<file path="src/rtl/tsel_pkg.sv">
package tsel_pkg;

   typedef logic [1:0] ctr2_t;

   localparam ctr2_t CTR_LOW_HARD  = 2'b00;
   localparam ctr2_t CTR_LOW_SOFT  = 2'b01;
   localparam ctr2_t CTR_HIGH_SOFT = 2'b10;
   localparam ctr2_t CTR_HIGH_HARD = 2'b11;

   typedef enum logic [1:0] {
      STEP_HOLD = 2'b00,
      STEP_UP   = 2'b01,
      STEP_DOWN = 2'b10
   } step_e;

   function automatic ctr2_t ctr_step(input ctr2_t c, input step_e s);
      ctr2_t r;
      r = c;
      case (s)
         STEP_UP:   if (c != CTR_HIGH_HARD) r = c + 2'd1;
         STEP_DOWN: if (c != CTR_LOW_HARD)  r = c - 2'd1;
         default:   r = c;
      endcase
      return r;
   endfunction

endpackage

</file>
<file path="src/rtl/tsel_ctr_array.sv">
module tsel_ctr_array
   import tsel_pkg::*;
#(
   parameter int    IDX_W    = 8,
   parameter ctr2_t INIT_VAL = CTR_HIGH_SOFT
) (
   input  logic             clk,
   input  logic             rst_n,
   input  logic [IDX_W-1:0] rd_idx,
   output ctr2_t            rd_ctr,
   input  logic             upd_en,
   input  logic [IDX_W-1:0] upd_idx,
   input  step_e            upd_step
);

   localparam int DEPTH = 1 << IDX_W;

   ctr2_t slot_q [DEPTH];

   for (genvar g = 0; g < DEPTH; g++) begin : g_slot
      logic hit;
      assign hit = upd_en && (upd_idx == IDX_W'(g));
      always_ff @(posedge clk or negedge rst_n) begin
         if (!rst_n)   slot_q[g] <= INIT_VAL;
         else if (hit) slot_q[g] <= ctr_step(slot_q[g], upd_step);
      end
   end

   assign rd_ctr = slot_q[rd_idx];

endmodule

</file>
<file path="src/rtl/tsel_judge.sv">
module tsel_judge
   import tsel_pkg::*;
(
   input  logic  bim_pred,
   input  logic  glob_pred,
   input  logic  taken,
   output step_e bim_step,
   output step_e chs_step
);

   logic bim_ok;
   logic glob_ok;

   assign bim_ok  = (bim_pred  == taken);
   assign glob_ok = (glob_pred == taken);

   always_comb begin
      bim_step = taken ? STEP_UP : STEP_DOWN;
      unique case ({bim_ok, glob_ok})
         2'b10:   chs_step = STEP_UP;
         2'b01:   chs_step = STEP_DOWN;
         default: chs_step = STEP_HOLD;
      endcase
   end

endmodule

</file>
<file path="src/rtl/tournament_chooser.sv">
module tournament_chooser
   import tsel_pkg::*;
#(
   parameter int ADDR_W       = 32,
   parameter int IDX_W        = 8,
   parameter int IP_SHIFT     = 2,
   parameter bit CHS_INIT_BIM = 1'b1
) (
   input  logic              clk,
   input  logic              rst_n,
   input  logic [ADDR_W-1:0] fch_addr,
   input  logic              fch_glob_pred,
   output logic              fch_pred,
   output logic              fch_bim_pred,
   output logic              fch_use_bim,
   input  logic              exe_valid,
   input  logic [ADDR_W-1:0] exe_addr,
   input  logic              exe_bim_pred,
   input  logic              exe_glob_pred,
   input  logic              exe_taken
);

   localparam ctr2_t BIM_INIT = CTR_HIGH_SOFT;
   localparam ctr2_t CHS_INIT = CHS_INIT_BIM ? CTR_HIGH_SOFT : CTR_LOW_SOFT;

   if (IDX_W < 1 || IDX_W > 12) begin : g_bad_idx
      $error("tournament_chooser: IDX_W must lie in 1..12");
   end
   if (IP_SHIFT < 0 || IP_SHIFT + IDX_W > ADDR_W) begin : g_bad_slice
      $error("tournament_chooser: IP_SHIFT + IDX_W exceeds ADDR_W");
   end

   logic [IDX_W-1:0] fch_idx;
   logic [IDX_W-1:0] exe_idx;
   ctr2_t            bim_rd;
   ctr2_t            chs_rd;
   step_e            bim_step;
   step_e            chs_step;

   assign fch_idx = fch_addr[IP_SHIFT +: IDX_W];
   assign exe_idx = exe_addr[IP_SHIFT +: IDX_W];

   tsel_judge u_judge (
      .bim_pred  (exe_bim_pred),
      .glob_pred (exe_glob_pred),
      .taken     (exe_taken),
      .bim_step  (bim_step),
      .chs_step  (chs_step)
   );

   tsel_ctr_array #(
      .IDX_W    (IDX_W),
      .INIT_VAL (BIM_INIT)
   ) u_bim_tab (
      .clk      (clk),
      .rst_n    (rst_n),
      .rd_idx   (fch_idx),
      .rd_ctr   (bim_rd),
      .upd_en   (exe_valid),
      .upd_idx  (exe_idx),
      .upd_step (bim_step)
   );

   tsel_ctr_array #(
      .IDX_W    (IDX_W),
      .INIT_VAL (CHS_INIT)
   ) u_chs_tab (
      .clk      (clk),
      .rst_n    (rst_n),
      .rd_idx   (fch_idx),
      .rd_ctr   (chs_rd),
      .upd_en   (exe_valid && (chs_step != STEP_HOLD)),
      .upd_idx  (exe_idx),
      .upd_step (chs_step)
   );

   assign fch_bim_pred = bim_rd[1];
   assign fch_use_bim  = chs_rd[1];
   assign fch_pred     = fch_use_bim ? fch_bim_pred : fch_glob_pred;

endmodule

</file>
<file path="config.mk">
export PLATFORM = sky130hd
export DESIGN_NAME = tournament_chooser
export DESIGN_NICKNAME = d
export VERILOG_FILES = /design/src/rtl/tsel_pkg.sv /design/src/rtl/tsel_ctr_array.sv /design/src/rtl/tsel_judge.sv /design/src/rtl/tournament_chooser.sv
export SDC_FILE = /design/constraint.sdc
export NUM_CORES = 2
export LEC_CHECK = 0
export BUFFER_PORTS_ARGS = -buffer_cell sky130_fd_sc_hd__buf_2
export CORE_ASPECT_RATIO = 0.8
export CORE_MARGIN = 1
export CORE_UTILIZATION = 50
export DETAILED_ROUTE_END_ITERATION = 16
export MAX_ROUTING_LAYER = met4
export PLACE_DENSITY_LB_ADDON = 0.15
export SKIP_LAST_GASP = 1
export SYNTH_ARGS = -nofsm -noshare
export SYNTH_HDL_FRONTEND = slang
export SYNTH_SLANG_ARGS = --single-unit
</file>
<file path="constraint.sdc">
create_clock -name clk -period 3.06 [get_ports clk]
set_input_delay 0.153 -clock clk [delete_from_list [all_inputs] [get_ports clk]]
set_output_delay 0.153 -clock clk [all_outputs]
set_load 0.05 [all_outputs]
</file>
==> qor.yml <==
clock_tree:
  cts_buffers: 110
  h-tree-depth: 3
  clockBufferDepth: 3
  insertion_delay_ns: 0.75
  tritoncts: "built"
  cts.sinks: 1024
  cts_root_buf: "clkbuf_16"
  clk_pin_slew_ns: 0.06
finish:
  layout-drive-gt1-share_pct: 17.5
  syn2layout_area_growth_pct: 13.2
  final_cells: 8689
  final_util_pct: 57.3
  seqCellArea_um2: 26300
  multi_input_area_um2: 31500
  finalNetCount: 7120
  fill_cells: 10208
worst_hold_path:
  hold_path_class: "input port to register"
route:
  first_iter_violations: 7728
  dr.pass1.iters: 8
  wire_per_inst_um: 23.9
  via_per_inst: 6.57
  vias: 57111
  ant_nets: 0
  post-route-drc-count: 0
  wl_mm: 207
job:
  max_cap_violations: 0
worst_setup_path:
  crit_path_start: "u_bim_tab.slot_q[147]"
  worstPathRequired_ns: 2.91
  crit_arrival_ns: 3.56
  r2r_start: "u_chs_tab.slot_q[467]"
  crit_fanout: 2
  reg2reg_depth: 6
  worst-setup-path-type: "register to primary output"
  reg2reg_slack_ns: 1.34
  endpoint: "fch_pred"
  r2r-end: "u_chs_tab.slot_q[467]"
  start_kind: "register"
  critPathCaptureType: "primary output"
yosys:
  yosys-top-cells-area: "dfstp_2 (23%), dfrtp_1 (22%), o21ai_0 (12%)"
  synth_top_cell_area_share_pct: 22.7
  synth_most_common_cell: "o21ai_0"
  ys_ff_latch: 1024
  yosysUniqueCellTypes: 70
  yosysWarnings: 0
  synth_edf_count: 0
  yosys.area.top_type: "dfstp_2"
  synthArstFlopShare_pct: 100
  synth_common_cells: "o21ai_0 (1439), a21oi_1 (936), nand2_1 (895)"
  avgSynthCellArea_um2: 8.54
  synth_nets: 7021
  yosys_most_used_dff: "dfstp_2"
  synthesis.area_um2: 59300
  netlist_instances: 6948
  synth_seq_area_share_pct: 44.3
sta:
  drv_slew: 0
  timing.final.crit_period_ns: 3.71
  period_share_pct: 121
  hold_viol: 0
  setup_tns_ns: -1.57
  maxSlewHeadroom_pct: 38.9
  setup_slack_ns: -0.654
  fmax_mhz: 269
  fin_skew_ns: 0.0214
  worstMarginPinSlew_ns: 0.917
  finalSetupViolCount: 3
  rsz0062_at_grt: "yes"
pwr:
  peakVddDrop_v: 0.000489
  p_leak_nw: 23.6
  p_per_area_nw_per_um2: 466
global_route:
  gr-total-overflow: 0
  grt_use_total_pct: 35.0
  antenna_found_initial: 14
  grt_pass1_wl_mm: 313
  grt_max_degree: 145
  grt_pass1_vias: 50266
floorplan:
  fp.dieArea_um2: 120000
  std_cell_rows: 112
  initial_core_util_pct: 50.6
  ios: 74
  die_h_um: 310
  core_area_um2: 117000
  die_w_um: 387
placed_design:
  dp_hpwl_mm: 136
  port_buffers: 25
  dp_cells: 8453
  gp_congestion: 0.925
run_status:
  outcome: "complete, but fails checks"
  violations: "negative setup slack"
per-stage QoR:
stage	hold WS, ns	power, mW	setup WS [ns]	cell area (um^2)
after floorplan	-0.143	15.8	0.224	59300
after global placement	0.154	17.6	-0.714	63200
after detailed placement	0.157	17.6	-0.434	63200
after CTS	0.0149	31.3	-0.680	67100
after global routing	0.0547	32.1	-0.658	67100
final	0.0796	31.3	-0.654	67100
repair_timing:
action,CTS,global route
endpoints found under the hold margin,468,0
hold buffers,2,0
setup buffers,18,2
pin swaps,10,3
gates resized for setup,24,5
endpoints found under the setup margin,3,3
cell type report:
class / count / area share, %
diodes: 8 / 0.0298
well taps: 1539 / 2.87
flip-flops and latches: 1024 / 39.1
clock buffers: 169 / 4.85
multi-input cells: 5498 / 46.9
repair buffers: 393 / 5.56
clock inverters: 38 / 0.522
inverters: 20 / 0.134
worst min-delay path by stage:
stage	cells after the start	end	start
after detailed placement	1	u_bim_tab.slot_q[218]	rst_n
final	3	u_bim_tab.slot_q[161]	exe_valid
after CTS	3	u_bim_tab.slot_q[161]	exe_valid
after floorplan	0	u_bim_tab.slot_q[0]	rst_n
after global routing	3	u_bim_tab.slot_q[161]	exe_valid
after global placement	1	u_bim_tab.slot_q[218]	rst_n
sequential cells by signal (all words and copies together), names as in the netlist:
register and count:
u_chs_tab.slot_q 512, u_bim_tab.slot_q 512
logic make-up after synthesis:
group | after synthesis | share of synthesized area, %
simple gates | 2330 | 18.6
xor+xnor | 2 | 0.0295
buf+inv | 426 | 3.05
fa+ha+maj | 2 | 0.0422
flops | 1024 | 44.3
mux | 349 | 8.51
compound gates | 2815 | 25.5
layer usage:
metal | wire [um] | GRT usage [%] | vias to the layer above
li1 | - | - | 25910
met1 | 90200 | 50.6 | 27878
met2 | 85900 | 48.3 | 2910
met3 | 23800 | 7.63 | 413
met4 | 7450 | 11.8 | 0
met5 | 0 | - | -
worst max-delay path, cell delays in order (launching register included):
cell and delay (ns):
dfstp_2 0.37, mux4_2 0.46, mux4_2 0.51, and3_4 0.19, a211o_1 0.29, o211ai_4 0.29
o41ai_4 0.23, mux2_4 0.31, buf_8 0.15
layout by cell type (no fill, tap or decap), types with 21 or more instances in the layout:
master	instances
a211oi_1	198
a21oi_1	935
a31oi_1	115
and2_1	27
and4_1	177
buf_12	63
buf_4	302
clkbuf_1	34
clkbuf_16	113
clkbuf_8	23
clkinv_2	27
dfrtp_1	512
dfstp_2	512
mux2i_1	220
mux4_2	123
nand2_1	891
nand3_1	34
nand4_1	58
nor2_1	736
nor3_1	67
nor3b_1	109
o21ai_0	1439
o221ai_1	21
o31ai_1	38
or3_1	146
power by group:
group / leakage [nW] / switching (mW) / internal, mW
sequential: 11.8 / 0.306 / 13.8
combinational: 9.97 / 2.51 / 0.892
clock: 1.79 / 5.98 / 7.73
total: 23.6 / 8.79 / 22.5
No activity file was read; power rests on OpenSTA's default activity.
